$ cat src/rtl/hstgt_pkg.sv
package hstgt_pkg;
  typedef enum logic [1:0] {
    ST_HOLDOFF = 2'd0,
    ST_IDLE    = 2'd1,
    ST_READ    = 2'd2,
    ST_ACK     = 2'd3
  } hs_state_e;
endpackage

$ cat src/rtl/hstgt_ctrl.sv
module hstgt_ctrl
  import hstgt_pkg::*;
(
  input  logic clk,
  input  logic rst,
  input  logic req_i,
  output logic start_o,
  output logic load_o,
  output logic ack_o
);
  hs_state_e state;

  // capture happens in the idle state on the first high sample of request
  assign start_o = (state == ST_IDLE) && req_i;
  assign load_o  = (state == ST_READ);

  always_ff @(posedge clk) begin
    if (rst) begin
      // a request still high at release must first be seen low
      state <= req_i ? ST_HOLDOFF : ST_IDLE;
      ack_o <= 1'b0;
    end else begin
      unique case (state)
        ST_HOLDOFF: if (!req_i) state <= ST_IDLE;
        ST_IDLE:    if (req_i) state <= ST_READ;
        ST_READ: begin
          state <= ST_ACK;
          ack_o <= 1'b1;
        end
        ST_ACK: begin
          if (!req_i) begin
            state <= ST_IDLE;
            ack_o <= 1'b0;
          end
        end
        default: state <= ST_IDLE;
      endcase
    end
  end
endmodule

$ cat src/rtl/hstgt_bank.sv
module hstgt_bank #(
  parameter int AW    = 8,
  parameter int DW    = 32,
  parameter int NREGS = 16
) (
  input  logic          clk,
  input  logic          rst,
  input  logic          wr_en,
  input  logic [AW-1:0] wr_addr,
  input  logic [DW-1:0] wr_data,
  input  logic          rd_en,
  input  logic [AW-1:0] rd_addr,
  output logic [DW-1:0] rd_data
);
  localparam int IW = $clog2(NREGS);

  logic [DW-1:0] regs [NREGS];
  logic          wr_hit;
  logic          rd_hit;

  generate
    if (AW > IW) begin : g_decode
      assign wr_hit = (wr_addr[AW-1:IW] == '0);
      assign rd_hit = (rd_addr[AW-1:IW] == '0);
    end else begin : g_full
      assign wr_hit = 1'b1;
      assign rd_hit = 1'b1;
    end
  endgenerate

  generate
    for (genvar i = 0; i < NREGS; i++) begin : g_reg
      always_ff @(posedge clk) begin
        if (rst)
          regs[i] <= '0;
        else if (wr_en && wr_hit && (wr_addr[IW-1:0] == IW'(i)))
          regs[i] <= wr_data;
      end
    end
  endgenerate

  always_ff @(posedge clk) begin
    if (rst)
      rd_data <= '0;
    else if (rd_en)
      rd_data <= rd_hit ? regs[rd_addr[IW-1:0]] : '0;
  end
endmodule

$ cat src/rtl/hstgt_viol.sv
module hstgt_viol #(
  parameter int AW = 8,
  parameter int DW = 32
) (
  input  logic          clk,
  input  logic          rst,
  input  logic          req_i,
  input  logic [AW-1:0] addr_i,
  input  logic [DW-1:0] wdata_i,
  input  logic          we_i,
  input  logic          ack_i,
  output logic          viol_o
);
  logic          req_d;
  logic          ack_d;
  logic          we_d;
  logic [AW-1:0] addr_d;
  logic [DW-1:0] wdata_d;
  logic          field_change;
  logic          early_rise;

  assign field_change = req_i && req_d &&
                        ((addr_i != addr_d) || (wdata_i != wdata_d) || (we_i != we_d));
  assign early_rise   = req_i && !ack_i && ack_d;

  always_ff @(posedge clk) begin
    if (rst) begin
      req_d   <= 1'b0;
      ack_d   <= 1'b0;
      we_d    <= 1'b0;
      addr_d  <= '0;
      wdata_d <= '0;
      viol_o  <= 1'b0;
    end else begin
      req_d   <= req_i;
      ack_d   <= ack_i;
      we_d    <= we_i;
      addr_d  <= addr_i;
      wdata_d <= wdata_i;
      if (field_change || early_rise) viol_o <= 1'b1;
    end
  end
endmodule

$ cat src/rtl/hs_target.sv
module hs_target #(
  parameter int AW    = 8,
  parameter int DW    = 32,
  parameter int NREGS = 16
) (
  input  logic          clk,
  input  logic          rst,
  input  logic          req_i,
  input  logic [AW-1:0] addr_i,
  input  logic [DW-1:0] wdata_i,
  input  logic          we_i,
  output logic [DW-1:0] rdata_o,
  output logic          ack_o,
  output logic          viol_o
);
  logic          start;
  logic          load;
  logic [AW-1:0] cap_addr;

  always_ff @(posedge clk) begin
    if (rst)
      cap_addr <= '0;
    else if (start)
      cap_addr <= addr_i;
  end

  hstgt_ctrl u_ctrl (
    .clk     (clk),
    .rst     (rst),
    .req_i   (req_i),
    .start_o (start),
    .load_o  (load),
    .ack_o   (ack_o)
  );

  hstgt_bank #(.AW(AW), .DW(DW), .NREGS(NREGS)) u_bank (
    .clk     (clk),
    .rst     (rst),
    .wr_en   (start && we_i),
    .wr_addr (addr_i),
    .wr_data (wdata_i),
    .rd_en   (load),
    .rd_addr (cap_addr),
    .rd_data (rdata_o)
  );

  hstgt_viol #(.AW(AW), .DW(DW)) u_viol (
    .clk     (clk),
    .rst     (rst),
    .req_i   (req_i),
    .addr_i  (addr_i),
    .wdata_i (wdata_i),
    .we_i    (we_i),
    .ack_i   (ack_o),
    .viol_o  (viol_o)
  );
endmodule

$ cat config.mk
export PLATFORM = sky130hd
export DESIGN_NAME = hs_target
export DESIGN_NICKNAME = d
export VERILOG_FILES = /design/src/rtl/hstgt_pkg.sv /design/src/rtl/hstgt_ctrl.sv /design/src/rtl/hstgt_bank.sv /design/src/rtl/hstgt_viol.sv /design/src/rtl/hs_target.sv
export SDC_FILE = /design/constraint.sdc
export NUM_CORES = 1
export LEC_CHECK = 0
export ABC_AREA = 1
export BUFFER_PORTS_ARGS = -buffer_cell sky130_fd_sc_hd__buf_2
export CAP_MARGIN = 20
export CELL_PAD_IN_SITES_DETAIL_PLACEMENT = 2
export CELL_PAD_IN_SITES_GLOBAL_PLACEMENT = 2
export CORE_AREA = 2 2 256 258
export CTS_BUF_LIST = sky130_fd_sc_hd__clkbuf_2
export CTS_CLUSTER_DIAMETER = 200
export CTS_CLUSTER_SIZE = 8
export DETAILED_ROUTE_END_ITERATION = 8
export DIE_AREA = 0 0 258 260
export PLACE_DENSITY_LB_ADDON = 0.1
export REMOVE_ABC_BUFFERS = 1
export SYNTH_ARGS = -nofsm -noshare
export SYNTH_HDL_FRONTEND = slang
export SYNTH_HIERARCHICAL = 1
export SYNTH_SLANG_ARGS = --single-unit
$ cat constraint.sdc
create_clock -name clk -period 10.7 [get_ports clk]
set_input_delay 1.605 -clock clk [delete_from_list [all_inputs] [get_ports clk]]
set_output_delay 1.605 -clock clk [all_outputs]
set_load 0.05 [all_outputs]
==> impl_metrics.json <==
{
  "drt_iter0_drc": 1579,
  "num_rows": 93,
  "cap_viol_max_count": 0,
  "cts_buffer_depth": 3,
  "worst_clock_skew_ns": 0.0729,
  "grt_pass1_vias": 24922,
  "post-route-period-util_pct": 35.9,
  "relSlewSlack_pct": 23.8,
  "drive_gt1_share_pct": 9.86,
  "path_clk_slew_ns": 0.17,
  "status": "finished, final reports clean",
  "syn_area_per_cell_um2": 8.74,
  "grt_pass1_wl_mm": 151,
  "critical_path_class": "reg2reg",
  "crit_slowest_cell": "nand3_2",
  "clock_latency_ns": 1.19,
  "pre_cts_slack_ns": 5.86,
  "routedWlPerCell_um": 24.3,
  "port_buffers": 77,
  "grt_use_total_pct": 30.1,
  "final_cell_mix": "nand2_1, nor2_1, edfxtp_1, inv_1, nand3_1",
  "fp.dieW_um": 258,
  "dp_hpwl_mm": 57.8,
  "ys_warn_count": 6,
  "critPathMaxStageDelay_ns": 0.82,
  "ys_seq_elements": 599,
  "fin_ws_ns": 6.86,
  "cellPowerDensity_mw_per_mm2": 169,
  "hold_path.class": "reg2reg",
  "crit_arrival_ns": 4.78,
  "via_per_inst": 5.42,
  "cts_resized": 0,
  "postRouteWirelength_mm": 101,
  "cts_sinks": 599,
  "max_freq_ghz": 0.260,
  "syn_inst": 3215,
  "post-route-drc-count": 0,
  "antenna_found_initial": 5,
  "fill_cells": 7141,
  "cts_buffers": 84,
  "rsz0062_at_grt": "no",
  "p_leak_nw": 13.5,
  "yosysSeqAreaShare_pct": 61.0,
  "final_hold_viol_count": 0,
  "setup_viol": 0,
  "critPathLaunchType": "flip-flop",
  "grt.overflow.total": 0,
  "post_cts_buffers": 0,
  "syn_area_mm2": 0.0281,
  "cp.buffers_inverters": 5,
  "die_area_mm2": 0.0671,
  "cts_tree": "built",
  "path_common_cell": "inv_1",
  "place.gp.congestion": 0.776,
  "final_nets": 3262,
  "cts-htree-levels": 3,
  "end_kind": "flip-flop",
  "dieHeight_um": 260,
  "seq_area_mm2": 0.0171,
  "io-pin-count": 78,
  "final_common_cell": "nand2_1",
  "multi_input_area_mm2": 0.00819,
  "worst_pin_slew_ns": 1.14,
  "ir_drop_uv": 95.6,
  "crit_family": "simple AND/OR/NAND/NOR gates",
  "synthDistinctLibCells": 26,
  "worstPathRequired_ns": 11.64,
  "start_util_pct": 43.8,
  "path_cells": "inv_1, ha_1, nand2_1, inv_1, nand2_1, inv_1, nand3_1, inv_1, nand2_1, inv_1, nand3_2, nor2_1",
  "slew_violations": 0,
  "antenna_left": 0,
  "grt_max_degree": 116,
  "coreArea_mm2": 0.0641,
  "vias": 22438,
  "ctsHoldBuffers": 0,
  "period_needed_ns": 3.84,
  "crit_fanout": 32,
  "drtPass1Iterations": 5,
  "cts_root_buffer": "clkbuf_2",
  "finalSetupTns_ns": 0,
  "areaGrowthSynthToFinish_pct": 6.27
}
[layout make-up]
type	count	share of cell area (%)
Multi-Input combinational cell	1906	27.4
Tap cell	855	3.58
Clock buffer	151	2.53
Timing Repair Buffer	119	2.49
Inverter	505	6.38
Antenna cell	3	0.0251
Sequential cell	599	57.4
Clock inverter	5	0.151
[tightest hold or removal path: stages (launching register included)]
cell     delay (ns)
dfxtp_1        0.34
nand2_1        0.06
a21oi_1        0.05
[cell families (layout without fill, tap and decap cells)]
family          Yosys count  count (layout)  synth area share, %
buf+inv                 710             780                 10.8
xor+xnor                 31              31                0.966
other cells               0               3                    0
simple gates           1820            1820                 26.1
compound gates           52              52                0.953
flops                   599             599                 61.0
fa+ha+maj                 3               3                0.134
[path summary, 6_finish.rpt]
check                                   startpoint                 end  slack, ns  depth (start not counted)
worst max register to register     u_ctrl/state[1]   u_bank/regs[4][1]       6.86                         12
worst min-delay path            u_bank/rd_data[24]  u_bank/rd_data[24]       0.48                          2
worst min register to register  u_bank/rd_data[24]  u_bank/rd_data[24]       0.48                          2
worst max-delay path               u_ctrl/state[1]   u_bank/regs[4][1]       6.86                         12
[synthesized netlist by cell type, drive strengths merged]
| library cell | number | area [µm²] |
|---|---|---|
| nand2 | 815 | 3060 |
| nor2 | 597 | 2240 |
| edfxtp | 514 | 15400 |
| inv | 505 | 1900 |
| nand3 | 403 | 2020 |
| buf | 155 | 957 |
| dfxtp | 85 | 1700 |
| clkbuf | 50 | 188 |
| a21oi | 34 | 174 |
| xnor2 | 28 | 245 |
| o21ai | 17 | 85.1 |
| ha | 3 | 37.5 |
| nor3 | 3 | 15.0 |
| xor2 | 3 | 26.3 |
| a31o | 1 | 8.76 |
| nand4 | 1 | 6.26 |
| or2 | 1 | 6.26 |
[registers in the layout (all words and copies together) (netlist names)]
register,cells
cap_addr,8
u_bank/rd_data,32
u_bank/regs,512
u_ctrl/ack_o,1
u_ctrl/state,2
u_viol/ack_d,1
u_viol/addr_d,8
u_viol/req_d,1
u_viol/viol_o,1
u_viol/wdata_d,32
u_viol/we_d,1
[through the flow]
step	utilization, %	hold slack [ns]	std cells	power, W	cell area [µm²]
final	46.6	0.477	4143	0.00506	29900
after global routing	46.6	0.498	4143	0.00531	29900
after CTS	46.5	0.479	4138	0.00510	29800
after detailed placement	45.2	0.459	3982	0.00385	29000
after global placement	45.2	0.450	3982	0.00378	29000
after floorplan	-	0.450	3010	0.00344	27000
[where the power goes]
group / leakage (nW) / internal (W) / switching, W
clock network: 0.658 / 0.000383 / 0.000871
registers: 6.01 / 0.00263 / 0.0000718
logic: 6.85 / 0.000266 / 0.000838
total: 13.5 / 0.00328 / 0.00178
[layer usage]
metal | global-route usage, % | vias to the layer above | wire, µm
met5 | 0 | - | 27
met4 | 13.0 | 4 | 4150
met3 | 4.12 | 232 | 5000
met2 | 54.0 | 648 | 51500
met1 | 36.2 | 11545 | 40200
li1 | - | 10009 | -
Power figures use the tool's default switching activity.
